[src/rtl/rgu_pkg.sv]
package rgu_pkg;

  // Kind of register selected by the current bus address
  typedef enum logic [1:0] {
    ACC_NONE = 2'd0,
    ACC_CTRL = 2'd1,
    ACC_STAT = 2'd2
  } acc_kind_e;

  // Decoded access: register kind and word index (up to 16 words)
  typedef struct packed {
    acc_kind_e   kind;
    logic [3:0]  word;
  } acc_dec_t;

endpackage

[src/rtl/rgu_addr_decode.sv]
module rgu_addr_decode
  import rgu_pkg::*;
#(
  parameter int unsigned ADDR_W    = 12,
  parameter int unsigned NUM_WORDS = 2,
  parameter int unsigned CTRL_BASE = 32'h100,
  parameter int unsigned STAT_BASE = 32'h150
) (
  input  logic [ADDR_W-1:0] addr,
  output acc_dec_t          dec
);

  localparam int unsigned WORD_BYTES = 4;

  always_comb begin
    dec.kind = ACC_NONE;
    dec.word = '0;
    for (int w = 0; w < NUM_WORDS; w++) begin
      if (addr == ADDR_W'(CTRL_BASE + WORD_BYTES * w)) begin
        dec.kind = ACC_CTRL;
        dec.word = 4'(w);
      end
      if (addr == ADDR_W'(STAT_BASE + WORD_BYTES * w)) begin
        dec.kind = ACC_STAT;
        dec.word = 4'(w);
      end
    end
  end

  // a decoded word index never points past the implemented words
  always_comb begin
    if (dec.kind != ACC_NONE) begin
      p_word_in_range_r9: assert (32'(dec.word) < NUM_WORDS);
    end
  end

endmodule

[src/rtl/rgu_line.sv]
module rgu_line #(
  parameter int unsigned HOLD_CYCLES = 8,
  parameter bit          HELD        = 1'b0
) (
  input  logic clk,
  input  logic rst_n,
  input  logic wr_en,
  input  logic wr_bit,
  output logic active
);

  logic act_q;
  logic act_d;

  generate
    if (HELD) begin : g_held
      // Level-held line: follows the written bit, keeps it otherwise
      always_comb begin
        act_d = act_q;
        if (wr_en) act_d = wr_bit;
      end

      always_ff @(posedge clk or negedge rst_n) begin
        if (!rst_n)     act_q <= 1'b0;
        else if (wr_en) act_q <= act_d;
      end

      p_held_keeps_r6: assert property (@(posedge clk) disable iff (!rst_n)
        !wr_en |=> $stable(act_q));
      p_held_follows_r6: assert property (@(posedge clk) disable iff (!rst_n)
        wr_en |=> (act_q == $past(wr_bit)));

    end else begin : g_pulse
      localparam int unsigned CNT_W = (HOLD_CYCLES > 2) ? $clog2(HOLD_CYCLES) : 1;
      localparam logic [CNT_W-1:0] CNT_LOAD = CNT_W'(HOLD_CYCLES - 1);

      logic [CNT_W-1:0] cnt_q;
      logic [CNT_W-1:0] cnt_d;
      logic             set_req;
      logic             upd_en;

      assign set_req = wr_en & wr_bit;
      assign upd_en  = set_req | act_q;

      always_comb begin
        act_d = act_q;
        cnt_d = cnt_q;
        if (set_req) begin
          act_d = 1'b1;
          cnt_d = CNT_LOAD;
        end else if (act_q) begin
          if (cnt_q == '0) act_d = 1'b0;
          else             cnt_d = cnt_q - 1'b1;
        end
      end

      always_ff @(posedge clk or negedge rst_n) begin
        if (!rst_n) begin
          act_q <= 1'b0;
          cnt_q <= '0;
        end else if (upd_en) begin
          act_q <= act_d;
          cnt_q <= cnt_d;
        end
      end

      p_set_r3: assert property (@(posedge clk) disable iff (!rst_n)
        set_req |=> act_q);
      p_zero_ignored_r5: assert property (@(posedge clk) disable iff (!rst_n)
        (wr_en && !wr_bit && !act_q) |=> !act_q);
      p_release_r4: assert property (@(posedge clk) disable iff (!rst_n)
        (act_q && cnt_q == '0 && !set_req) |=> !act_q);
      p_idle_count_r1: assert property (@(posedge clk) disable iff (!rst_n)
        (!act_q && !set_req) |=> !act_q);
    end
  endgenerate

  assign active = act_q;

endmodule

[src/rtl/rgu_readback.sv]
module rgu_readback
  import rgu_pkg::*;
#(
  parameter int unsigned NUM_WORDS = 2,
  parameter int unsigned WORD_W    = 32
) (
  input  acc_dec_t                        dec,
  input  logic [NUM_WORDS*WORD_W-1:0]     line_state,
  output logic [WORD_W-1:0]               rdata
);

  always_comb begin
    rdata = '0;
    for (int w = 0; w < NUM_WORDS; w++) begin
      if (dec.word == 4'(w)) begin
        unique case (dec.kind)
          ACC_CTRL: rdata = line_state[w*WORD_W +: WORD_W];
          ACC_STAT: rdata = ~line_state[w*WORD_W +: WORD_W];
          default:  rdata = '0;
        endcase
      end
    end
  end

endmodule

[src/rtl/rst_gen_unit.sv]
module rst_gen_unit
  import rgu_pkg::*;
#(
  parameter int unsigned NUM_LINES   = 64,
  parameter int unsigned WORD_W      = 32,
  parameter int unsigned ADDR_W      = 12,
  parameter int unsigned HOLD_CYCLES = 8,
  parameter int unsigned CTRL_BASE   = 32'h100,
  parameter int unsigned STAT_BASE   = 32'h150,
  parameter logic [NUM_LINES-1:0] HELD_MASK = 64'h0100_0000_0000_1000
) (
  input  logic                 clk,
  input  logic                 rst_n,
  input  logic [ADDR_W-1:0]    bus_addr,
  input  logic                 bus_wr,
  input  logic [WORD_W-1:0]    bus_wdata,
  output logic [WORD_W-1:0]    bus_rdata,
  output logic [NUM_LINES-1:0] rst_out
);

  localparam int unsigned NUM_WORDS = NUM_LINES / WORD_W;

  acc_dec_t             dec;
  logic [NUM_WORDS-1:0] word_we;
  logic [NUM_LINES-1:0] line_state;

  rgu_addr_decode #(
    .ADDR_W    (ADDR_W),
    .NUM_WORDS (NUM_WORDS),
    .CTRL_BASE (CTRL_BASE),
    .STAT_BASE (STAT_BASE)
  ) u_decode (
    .addr (bus_addr),
    .dec  (dec)
  );

  always_comb begin
    word_we = '0;
    for (int w = 0; w < NUM_WORDS; w++) begin
      word_we[w] = bus_wr && (dec.kind == ACC_CTRL) && (dec.word == 4'(w));
    end
  end

  generate
    for (genvar n = 0; n < NUM_LINES; n++) begin : g_line
      rgu_line #(
        .HOLD_CYCLES (HOLD_CYCLES),
        .HELD        (HELD_MASK[n])
      ) u_line (
        .clk    (clk),
        .rst_n  (rst_n),
        .wr_en  (word_we[n / WORD_W]),
        .wr_bit (bus_wdata[n % WORD_W]),
        .active (line_state[n])
      );
    end
  endgenerate

  rgu_readback #(
    .NUM_WORDS (NUM_WORDS),
    .WORD_W    (WORD_W)
  ) u_readback (
    .dec        (dec),
    .line_state (line_state),
    .rdata      (bus_rdata)
  );

  assign rst_out = line_state;

  // at most one control word is written per cycle
  p_one_word_r2: assert property (@(posedge clk) disable iff (!rst_n)
    $onehot0(word_we));
  // a write that selects no control word changes no output
  p_stray_write_r9: assert property (@(posedge clk) disable iff (!rst_n)
    (bus_wr && word_we == '0 && rst_out == '0) |=> (rst_out == '0));

endmodule

[config.mk]
export PLATFORM = sky130hd
export DESIGN_NAME = rst_gen_unit
export DESIGN_NICKNAME = d
export VERILOG_FILES = /design/src/rtl/rgu_pkg.sv /design/src/rtl/rgu_addr_decode.sv /design/src/rtl/rgu_line.sv /design/src/rtl/rgu_readback.sv /design/src/rtl/rst_gen_unit.sv
export SDC_FILE = /design/constraint.sdc
export NUM_CORES = 1
export LEC_CHECK = 0
export ABC_AREA = 1
export ABC_CLOCK_PERIOD_IN_PS = 2000
export CORE_MARGIN = 2
export CORE_UTILIZATION = 51
export CTS_BUF_LIST = sky130_fd_sc_hd__clkbuf_4
export CTS_CLUSTER_DIAMETER = 150
export DETAILED_ROUTE_END_ITERATION = 8
export DONT_BUFFER_PORTS = 1
export PLACE_DENSITY = 0.7
export SLEW_MARGIN = 20
export SYNTH_ARGS = -nofsm -noshare
export SYNTH_HDL_FRONTEND = slang
export SYNTH_SLANG_ARGS = --single-unit
export TNS_END_PERCENT = 1
[constraint.sdc]
create_clock -name clk -period 2 [get_ports clk]
set_input_delay 0.1 -clock clk [delete_from_list [all_inputs] [get_ports clk]]
set_output_delay 0.1 -clock clk [all_outputs]
set_load 0.02 [all_outputs]
* After elaboration in Yosys (flattened, before gate mapping)
Cells that the tools add are included.
** Storage, ports and cells
- Input port bits :: 47
- Output and inout bits :: 96
- Bits in registers :: 250
- Logic and storage cells :: 953
** Cells by class
- Bitwise logic cells :: 126
- Add/subtract/negate cells :: 62
- Reduce and logical (&&, ||, !) cells :: 190
- Eq/ne operators :: 69
- Mux-type cells :: 380
** Operator list (count)
- $mux 3 :: 186
- $logic_not 3->1 :: 62
- $mux 1 :: 186
- $reduce_and 3->1 :: 62
- $sub 3x1->3 const B :: 62
- $pmux 32 s2 :: 2
- $ne 2x1->1 const B :: 62
- $reduce_bool 2->1 :: 62
- $mux 32 :: 2
- $not 32->32 :: 2
- $and 1x1->1 :: 62
- $or 1x1->1 :: 62
- $eq 12x9->1 const B :: 4
- $mux 6 :: 3
- $mux 5 :: 1
- $eq 4x1->1 const B :: 1
- $logic_not 4->1 :: 1
- $logic_and 1x1->1 :: 3
- $eq 2x1->1 const B :: 1
- $eq 2x2->1 const B :: 1

* Longest topological paths before layout
Gate-level depths: netlist of the first run.
- Depth in word-level cells :: 11
- Depth in mapped cells :: 11

* By module
A second synthesis of the first run with hierarchy kept.
** Second synthesis, totals
- Cells, all modules :: 1912
- Area, all modules :: 14595.2 um2
** By module, submodules not included
- rgu_line (g_line[0].u_line ...) :: instances 62, cells each 25, area each 209.0 um2, seq. area each 100.1 um2
- rgu_readback :: instances 1, cells each 319, area each 1413.9 um2, seq. area each 0.0 um2
- rgu_addr_decode :: instances 1, cells each 23, area each 102.6 um2, seq. area each 0.0 um2
- rgu_line (g_line[12].u_line ...) :: instances 2, cells each 5, area each 40.0 um2, seq. area each 25.0 um2
- rst_gen_unit :: instances 1, cells each 10, area each 43.8 um2, seq. area each 0.0 um2

* Least setup slack after synthesis of the first run
No wires, ideal clock.
- Kind :: register to register
- Start point :: register g_line[52].u_line.g_pulse.cnt_q[0]
- End point :: register g_line[52].u_line.g_pulse.cnt_q[1]
- Cell stages (with the launch flop) :: 7
- Slack :: 570 ps
- Arrival time :: 1365 ps
- Library setup time :: 65 ps
- Period minus slack after synthesis :: 1430 ps
- Path buffers :: 0
- Cells stage by stage :: dfrtp_1 > inv_1 > ha_1 > inv_1 > o21ai_0 > mux2_2 > nand2_1
** On the way
- Word-level cells in the longest chain between the ends :: 4
** Ends and longest elaborated chain
- start: declaration :: line rgu_line.sv:37 : logic [CNT_W-1:0] cnt_q;
- start signal: assignment :: line rgu_line.sv:63 : cnt_q <= cnt_d;
- $sub 3x1->3 :: line rgu_line.sv:53 : else cnt_d = cnt_q - 1'b1;
- $mux 3 :: line rgu_line.sv:52 : if (cnt_q == '0) act_d = 1'b0;
- $mux 3 :: line rgu_line.sv:51 : end else if (act_q) begin
- $mux 3 :: line rgu_line.sv:48 : if (set_req) begin
Several ways; a longest one is shown, not always the timed one. The select of a mux whose other input is x is not followed.
A chain may end at the register's enable or synchronous reset.

* Worst setup path in the final report of the first run
- Start point :: register g_line[48].u_line.act_q
- End point :: output port bus_rdata[16]
** On the way
- Word-level cells in the longest chain between the ends :: 3
** Ends and longest elaborated chain
- start: declaration :: line rgu_line.sv:12 : logic act_q;
- start signal: assignment :: line rgu_line.sv:62 : act_q <= act_d;
- $not 32->32 :: line rgu_readback.sv:18 : ACC_STAT: rdata = ~line_state[w*WORD_W +: WORD_W];
- $pmux 32 s2 * :: line rgu_readback.sv:16 : unique case (dec.kind)
- $mux 32 * :: line rgu_readback.sv:15 : if (dec.word == 4'(w)) begin
- end: declaration :: line rst_gen_unit.sv:17 : output logic [WORD_W-1:0] bus_rdata,
Every way passes the cells marked *; elsewhere a longest branch is shown, timed or not.

==> results.txt, run 1 <==
status = finished with violations
failing checks = negative hold slack
FF+latch count, synth = 250
Final min period = 1870 ps
count of buffers from port buffering = 0
Sw Share = 22.4%
Final Slew Violations = 0
Chip Height = 176 µm
Avg Inst Size Synth = 8.38 µm²
first drt pass iteration count = 6
Fin. Hold Viols = 250
initial antenna violation count = 1
top area cells in the synthesized netlist = dfrtp_1 42%, nand2_1 14%, ha_1 10%
DRT antenna net count = 0
hold crit path type = in2async
crit-path max FO = 3
Crit path required time = 1900 ps
Most used DFF post-synth = dfrtp_1
share of layout cells above drive strength 1 = 9.79%
asr flop ratio synth = 100%
CP Cell Sequence = inv_1 -> nand2_1 -> nand3_1 -> nand2_1
cell with the most instances on the worst path = nand2_1
root buf cell = clkbuf_4
setup TNS = 0 ps
cts bufs inserted = 72
power per cell area = 641 nW/µm²
Worst Setup End Kind = output port
Sw Pwr = 2340 µW
Multi-input gate area = 6580 µm²
internal power = 8100 µW
Top Ports = 143
clock latency on the worst-skew pair = 640 ps
post-CTS setup buffer count = 0
Die Width = 176 µm
clock slew at reported path FFs = 60 ps
P_leak = 0.00855 µW
drt total wl = 28.6 mm
sequential power share = 49.3%
register area share after synthesis = 41.7%
GRT Overall Usage = 19.4%
global-route wire length before repair = 49.5 mm
Area growth, synth to finish = 8.39%
Yosys warning count = 0
max-cap viol count = 0
count leader, synth = nand2_1
Max Clock Freq = 0.534 GHz
RSZ-0062 raised after global routing = no
crit start category = flop
clk sinks = 250
Setup CP Type = reg2out
hold_buf cts = 36
top-area cell type share of the netlist area = 41.7%
worst vdd ir = 0.335 mV
Yosys top cell by area = dfrtp_1
critical path arrival = 1770 ps
grt total ovfl = 0
actual slew at the worst max-slew pin = 540 ps
Netlist cell types = 21
Starting DRT DRC Count = 519
Initial Util = 52.0%
die area = 30800 µm²
Combinational Power Share = 3.0%
fin crit share = 93.7%
Mapped Cells = 1793
H-tree Lvls = 3
RePlAce Congestion = 0.806
register cell area after layout = 6260 µm²
worst hold margin = -845 ps
CP max stage delay = 570 ps
number of synthesized flops with an enable pin = 0
Clock Skew = 22.8 ps
Post-Syn Nets = 1964
pin count of the biggest net entering global routing = 251
layout filler cell count = 2574
critical-path cell with the highest stage delay = dfrtp_1
vias per cell = 4.69
CTS tree = built
synthesized area = 15000 µm²
slew margin rel. = 63.6%
vias in the first global route = 10900
Rows = 62
Final Setup Violations = 0
post-layout util = 56.4%
vias = 10600
wire per inst = 12.7 µm
post-detail-place hpwl = 19.0 mm
Synth top cells by count = 542 x nand2_1, 382 x inv_1, 250 x dfrtp_1
Core ar. = 28900 µm²
Tot Pwr = 10400 µW
Nets = 1990
clock share of power = 47.7%
DRC viols = 0
Clock Path Buffers = 3
metrics by stage:
step                instance area, µm²  cells  setup WS [ps]  hold slack, ps
floorplan                        15000   1793            570            -196
global placement                 15000   2093            394            -191
detailed placement               15000   2093            349            -191
CTS                              16300   2254           16.7            -931
global route                     16300   2255           13.1            -933
finish                           16300   2255            126            -845
flip-flops by register name (all words and copies together) (netlist names):
name                         flops
g_line.u_line.g_pulse.cnt_q    186
g_line.u_line.active            64
worst max-delay path: cells and delay by family, from the launching register on:
family        cells  cell delay, ps
buf+inv           1             140
flops             1             570
simple gates      3             410
worst paths after layout:
| check | slack [ps] | depth (start not counted) | endpoint | startpoint |
|---|---|---|---|---|
| max in group asynchronous | 2440 | 0 | g_line[24].u_line.g_pulse.cnt_q[0] | rst_n |
| min in group clk | 90 | 7 | g_line[30].u_line.g_pulse.cnt_q[0] | bus_addr[9] |
| setup / recovery | 130 | 4 | bus_rdata[16] | g_line[48].u_line.active |
| hold / removal | -840 | 0 | g_line[1].u_line.g_pulse.cnt_q[2] | rst_n |
| setup reg to reg | 380 | 6 | g_line[52].u_line.g_pulse.cnt_q[1] | g_line[52].u_line.g_pulse.cnt_q[0] |
| hold reg to reg | 500 | 2 | g_line[10].u_line.g_pulse.cnt_q[1] | g_line[10].u_line.g_pulse.cnt_q[1] |
metal layers:
metal	global-route usage, %	share of wire (%)	up-vias	wire, µm
met4	5.82	1.6	0	467
met5	0	0	-	0
li1	-	-	5388	-
met2	33.2	48	237	13800
met3	5.37	6.6	50	1900
met1	24.1	44	4904	12500
timing repair:
| action | CTS | global route |
|---|---|---|
| resized for setup | 0 | 0 |
| endpoints found under the setup margin | 0 | 0 |
| endpoints found under the hold margin | 500 | 250 |
power by group through the flow:
stage | combinational (µW) | sequential [µW] | clock (µW)
2_1_floorplan | 185 | 5230 | 0
3_3_place_gp | 211 | 5240 | 0
3_5_place_dp | 224 | 5240 | 0
4_1_cts | 318 | 5140 | 5200
5_1_grt | 367 | 5150 | 5480
6_report | 316 | 5150 | 4970
cell usage in the layout (no fill, tap or decap), types with 12 or more instances in the layout:
cell and count:
clkinv_1 12, inv_1 382, clkbuf_4 108, ha_1 124, nand3_4 40, a21oi_1 60, xor2_1 124, nand3_1 82
dlygate4sd3_1 36, o21ai_0 62, nor2_1 14, nand2_1 540, dfrtp_1 250
cells by family (layout without fill, tap and decap cells):
kind of cell / Yosys count / after routing / share of synthesized area (%)
simple gates: 689 / 689 / 22.0
buf+inv: 481 / 558 / 14.6
flops: 250 / 250 / 41.7
fa+ha+maj: 124 / 124 / 10.3
xor+xnor: 124 / 124 / 7.23
compound gates: 123 / 123 / 4.10
mux: 2 / 2 / 0.150
other cells: 0 / 1 / 0
cell type report:
class	instances	share of cell area, %
antenna	1	0.0154
clock inverter	17	0.899
inverter	385	8.90
clock buffer	108	4.98
tap	384	2.95
timing repair buffer	48	3.38
sequential	250	38.4
multi-input combinational	1062	40.4
Note: power is estimated with default switching activity, not from simulation.
==> run 2, diff against run 1 <==
ABC_CLOCK_PERIOD_IN_PS = 1700   (was 2000)
CORE_UTILIZATION = 30   (was 51)
PLACE_DENSITY = 0.49   (was 0.7)
clock period = 1.7 ns   (was 2 ns; I/O delays follow)
==> results.txt, run 2 (same netlist as run 1, synthesis figures left out) <==
vias in the first global route = 10900
Clock Skew = 44.5 ps
crit-path max FO = 4
Largest Register = g_line.u_line.g_pulse.cnt_q
share of layout cells above drive strength 1 = 20.7%
CP Buf/Inv Count = 1
status = finished with violations
Top Ports = 143
Layout Cells excl Fill = 2618
most frequent cells in the layout = 499 x nand2_1, 346 x inv_1, 194 x dfrtp_1
root buf cell = clkbuf_4
failing checks = negative hold slack, negative setup slack
Nets = 2066
post-layout util = 36.0%
critical path arrival = 1630 ps
setup ws final = -13.2 ps
initial antenna violation count = 4
r2r worst-path depth = 7
Starting DRT DRC Count = 354
WP depth = 4
Final Setup Violations = 1
commonest non-fill, non-tap cell in the layout = nand2_1
die area = 51900 µm²
CP Cell Sequence = inv_1 -> nand2_1 -> nand3_1 -> nand2_2
grt total ovfl = 0
cts bufs inserted = 81
Core ar. = 49200 µm²
hold crit path type = in2async
RSZ-0062 raised after global routing = yes
CTS tree = built
clock latency on the worst-skew pair = 790 ps
power per cell area = 701 nW/µm²
first drt pass iteration count = 5
Final min period = 1710 ps
worst hold margin = -980 ps
Setup CP Type = reg2out
RePlAce Congestion = 0.744
drt total wl = 32.4 mm
CP max stage delay = 480 ps
clk sinks = 250
Clock Path Buffers = 3
actual slew at the worst max-slew pin = 836 ps
global-route wire length before repair = 54.4 mm
H-tree Lvls = 3
Chip Height = 228 µm
Crit path required time = 1620 ps
Worst Setup End Kind = output port
Fin. Hold Viols = 250
post-detail-place hpwl = 20.9 mm
wire per inst = 12.4 µm
pin count of the biggest net entering global routing = 251
setup TNS = -13.2 ps
delay-heaviest family, CP = flip-flops
GRT Overall Usage = 12.9%
max-cap viol count = 0
vias per cell = 4.14
Final Slew Violations = 0
hold_buf cts = 64
Rows = 81
P_leak = 0.00885 µW
Tot Pwr = 12400 µW
slew margin rel. = 44.2%
worst vdd ir = 0.337 mV
Max Clock Freq = 0.584 GHz
clock slew at reported path FFs = 60 ps
placed cells = 2409
count of buffers from port buffering = 0
fin crit share = 101%
Area growth, synth to finish = 17.9%
critical-path cell with the highest stage delay = dfrtp_2
Die Width = 228 µm
vias = 10800
DRT antenna net count = 0
Initial Util = 30.6%
DRC viols = 0
number of flip-flops in the largest register = 186
crit start category = flop
-- run 2: cell count changes in the layout (fill, tap and decap cells not counted), sizes merged --
cell | previous run | this run
dlymetal6s4s | 0 | 3
inv | 385 | 388
clkbuf | 108 | 120
dlygate4sd3 | 36 | 61
diode | 1 | 2
clkinv | 13 | 17
buf | 12 | 51
bufinv | 3 | 0
clkinvlp | 1 | 0
-- run 2: final cells by class --
cell class / instances / area [µm²]
fill: 5061 / 31400
multi-input combinational: 1062 / 6950
sequential: 250 / 6330
inverter: 385 / 1450
timing repair buffer: 115 / 1160
clock buffer: 120 / 901
tap: 664 / 831
clock inverter: 20 / 80.1
antenna: 2 / 5.00
-- run 2: report_power, final --
part | internal, µW | total, µW | switching, µW | leakage [µW]
registers | 6030 | 6050 | 25.5 | 0.00339
logic | 167 | 381 | 214 | 0.00486
clock network | 3200 | 5970 | 2770 | 0.000601
total | 9400 | 12400 | 3010 | 0.00885
-- run 2: worst paths after layout --
kind                                                      end                                from  slack, ps
setup / recovery                                bus_rdata[24]            g_line[56].u_line.active        -10
hold / removal                        g_line[3].u_line.active                               rst_n       -980
setup reg to reg           g_line[34].u_line.g_pulse.cnt_q[2]  g_line[34].u_line.g_pulse.cnt_q[0]        250
hold reg to reg            g_line[10].u_line.g_pulse.cnt_q[1]  g_line[10].u_line.g_pulse.cnt_q[1]        500
max in group asynchronous            g_line[25].u_line.active                               rst_n       2250
min in group clk                     g_line[16].u_line.active                         bus_addr[2]         50
-- run 2: through the flow --
step / instance area (µm²) / setup WS, ps / hold WS, ps
floorplan: 15000 / 270 / -211
global placement: 15600 / 110 / -204
detailed placement: 15600 / 123 / -204
CTS: 17600 / -135 / -1130
global route: 17700 / -153 / -1090
finish: 17700 / -13.2 / -980
-- run 2: repair_timing --
item,CTS,global route
setup buffers,3,0
hold endpoints to repair,500,250
pin swaps,29,20
resized for setup,154,43
setup endpoints to repair,32,89
-- run 2: per-layer routing --
metal	wire [µm]	vias up	GRT usage, %
met3	2300	65	4.56
met1	14700	5014	15.8
li1	-	5558	-
met5	30	-	0
met2	14600	188	20.6
met4	785	4	5.65
==> run 3, diff against run 2 <==
--- a/config.mk
+++ b/config.mk
@@ -15,2 +15,3 @@
 export DONT_BUFFER_PORTS = 1
+export HOLD_SLACK_MARGIN = 0.03
 export PLACE_DENSITY = 0.49
==> constraint.sdc (replaced) <==
create_clock -name clk -period 1.7 [get_ports clk]
set_input_delay 0.34 -clock clk [delete_from_list [all_inputs] [get_ports clk]]
set_output_delay 0.34 -clock clk [all_outputs]
set_load 0.02 [all_outputs]
==> results.txt, run 3 (same netlist as run 1, synthesis figures left out) <==
Initial Util = 30.6%
DRT antenna net count = 0
fin crit share = 120%
commonest non-fill, non-tap cell in the layout = nand2_1
Area growth, synth to finish = 15.4%
end of the worst register-to-register path = g_line[48].u_line.g_pulse.cnt_q[2]
Die Width = 228 µm
hold crit path type = in2async
layout filler cell count = 5091
number of flip-flops in the largest register = 186
die area = 51900 µm²
Place WS = -269 ps
wire per inst = 12.4 µm
grt total ovfl = 0
crit-path max FO = 3
Nets = 2060
Fin. Hold Viols = 250
GRT Overall Usage = 13.0%
critical path arrival = 1700 ps
share of layout cells above drive strength 1 = 20.1%
pin count of the biggest net entering global routing = 251
failing checks = negative hold slack, negative setup slack
H-tree Lvls = 3
Setup crit end = bus_rdata[16]
status = finished with violations
Tot Pwr = 11800 µW
Clock Skew = 36.4 ps
clock latency on the worst-skew pair = 790 ps
Starting DRT DRC Count = 450
clock slew at reported path FFs = 60 ps
Final Slew Violations = 0
Clock Path Buffers = 3
actual slew at the worst max-slew pin = 836 ps
Critical path origin = g_line[16].u_line.active
P_leak = 0.00874 µW
DRC viols = 0
hold_buf cts = 37
RSZ-0062 raised after global routing = yes
vias per cell = 4.20
Final min period = 2040 ps
initial antenna violation count = 4
drt total wl = 32.2 mm
r2r setup slk = 260 ps
crit start category = flop
vias = 10900
Chip Height = 228 µm
setup ws final = -340 ps
count of buffers from port buffering = 0
clk sinks = 250
Rows = 81
RePlAce Congestion = 0.723
worst hold margin = -709 ps
first drt pass iteration count = 4
Final Setup Violations = 33
global-route wire length before repair = 54.8 mm
Worst R2R Start = g_line[48].u_line.g_pulse.cnt_q[0]
worst vdd ir = 0.404 mV
slew margin rel. = 44.3%
Core ar. = 49200 µm²
Setup CP Type = reg2out
Crit path required time = 1360 ps
Top Ports = 143
vias in the first global route = 11200
post-layout util = 35.3%
Max Clock Freq = 0.490 GHz
post-detail-place hpwl = 21.6 mm
power per cell area = 682 nW/µm²
root buf cell = clkbuf_4
max-cap viol count = 0
CTS tree = built
r2r worst-path depth = 7
Largest Register = g_line.u_line.g_pulse.cnt_q
cts bufs inserted = 78
Worst Setup End Kind = output port
most frequent cells in the layout = 504 x nand2_1, 342 x inv_1, 189 x dfrtp_1
-- run 3: cell types whose count changed in the layout (fill, tap and decap cells not counted), moves of 5 or more --
cell,previous run,this run
dfrtp_2,56,61
nand2_2,26,32
nand3_1,47,69
clkbuf_4,120,104
buf_12,8,13
dfrtp_1,194,189
nand2_1,499,504
buf_4,35,56
dlygate4sd3_1,61,37
nand3_2,42,21
nand2_4,18,7
-- run 3: area by class of cell --
| cell class | count | area (µm²) | area share (%) |
|---|---|---|---|
| Clock inverter | 10 | 37.5 | 0.217 |
| Timing Repair Buffer | 112 | 1120 | 6.45 |
| Multi-Input combinational cell | 1062 | 6770 | 39.0 |
| Sequential cell | 250 | 6330 | 36.5 |
| Antenna cell | 5 | 12.5 | 0.0722 |
| Inverter | 385 | 1460 | 8.39 |
| Tap cell | 664 | 831 | 4.79 |
| Clock buffer | 104 | 781 | 4.50 |
-- run 3: worst min path at each step --
stage / cells past startpoint / to
2_1_floorplan: 0 / g_line[0].u_line.active
3_3_place_gp: 0 / g_line[1].u_line.g_pulse.cnt_q[2]
3_5_place_dp: 0 / g_line[1].u_line.g_pulse.cnt_q[0]
4_1_cts: 0 / g_line[44].u_line.g_pulse.cnt_q[1]
5_1_grt: 0 / g_line[33].u_line.g_pulse.cnt_q[0]
6_report: 0 / g_line[4].u_line.g_pulse.cnt_q[2]
-- run 3: routing by layer --
layer  routed length (µm)  share of wire (%)  GRT usage (%)  vias to the layer above
li1                     -                  -              -                     5522
met1                14800                 46           16.0                     5079
met2                14300                 44           20.3                      201
met3                 1990                6.2           4.65                       83
met4                 1100                3.4           5.65                        4
met5                   27              0.084              0                        -
-- run 3: repair_timing --
item | 4_1_cts | 5_1_grt
gates resized for setup | 143 | 20
setup endpoints to repair | 94 | 66
setup buffers | 1 | 2
endpoints found under the hold margin | 500 | 250
pin swaps | 14 | 7
-- run 3: power breakdown --
part	leakage, µW	internal [µW]	switching [µW]
logic	0.00486	164	212
clock network	0.000494	2750	2640
registers	0.00338	6030	26.0
total	0.00874	8950	2880
-- run 3: critical path, stage by stage, from the launching register on --
cell and delay, ps:
dfrtp_2 480, inv_4 100, nand2_1 50, nand3_1 80, nand2_2 80, buf_12 130
-- run 3: metrics by stage --
step / hold WS (ps) / TNS (ps) / area (µm²) / cells
3_3_place_gp: 50.1 / -27610 / 15800 / 2433
3_5_place_dp: 50.6 / -33250 / 15800 / 2433
2_1_floorplan: 44.4 / 0 / 15000 / 1793
6_report: -709 / -7380 / 17300 / 2592
5_1_grt: -877 / -15170 / 17300 / 2592
4_1_cts: -887 / -13860 / 17300 / 2585
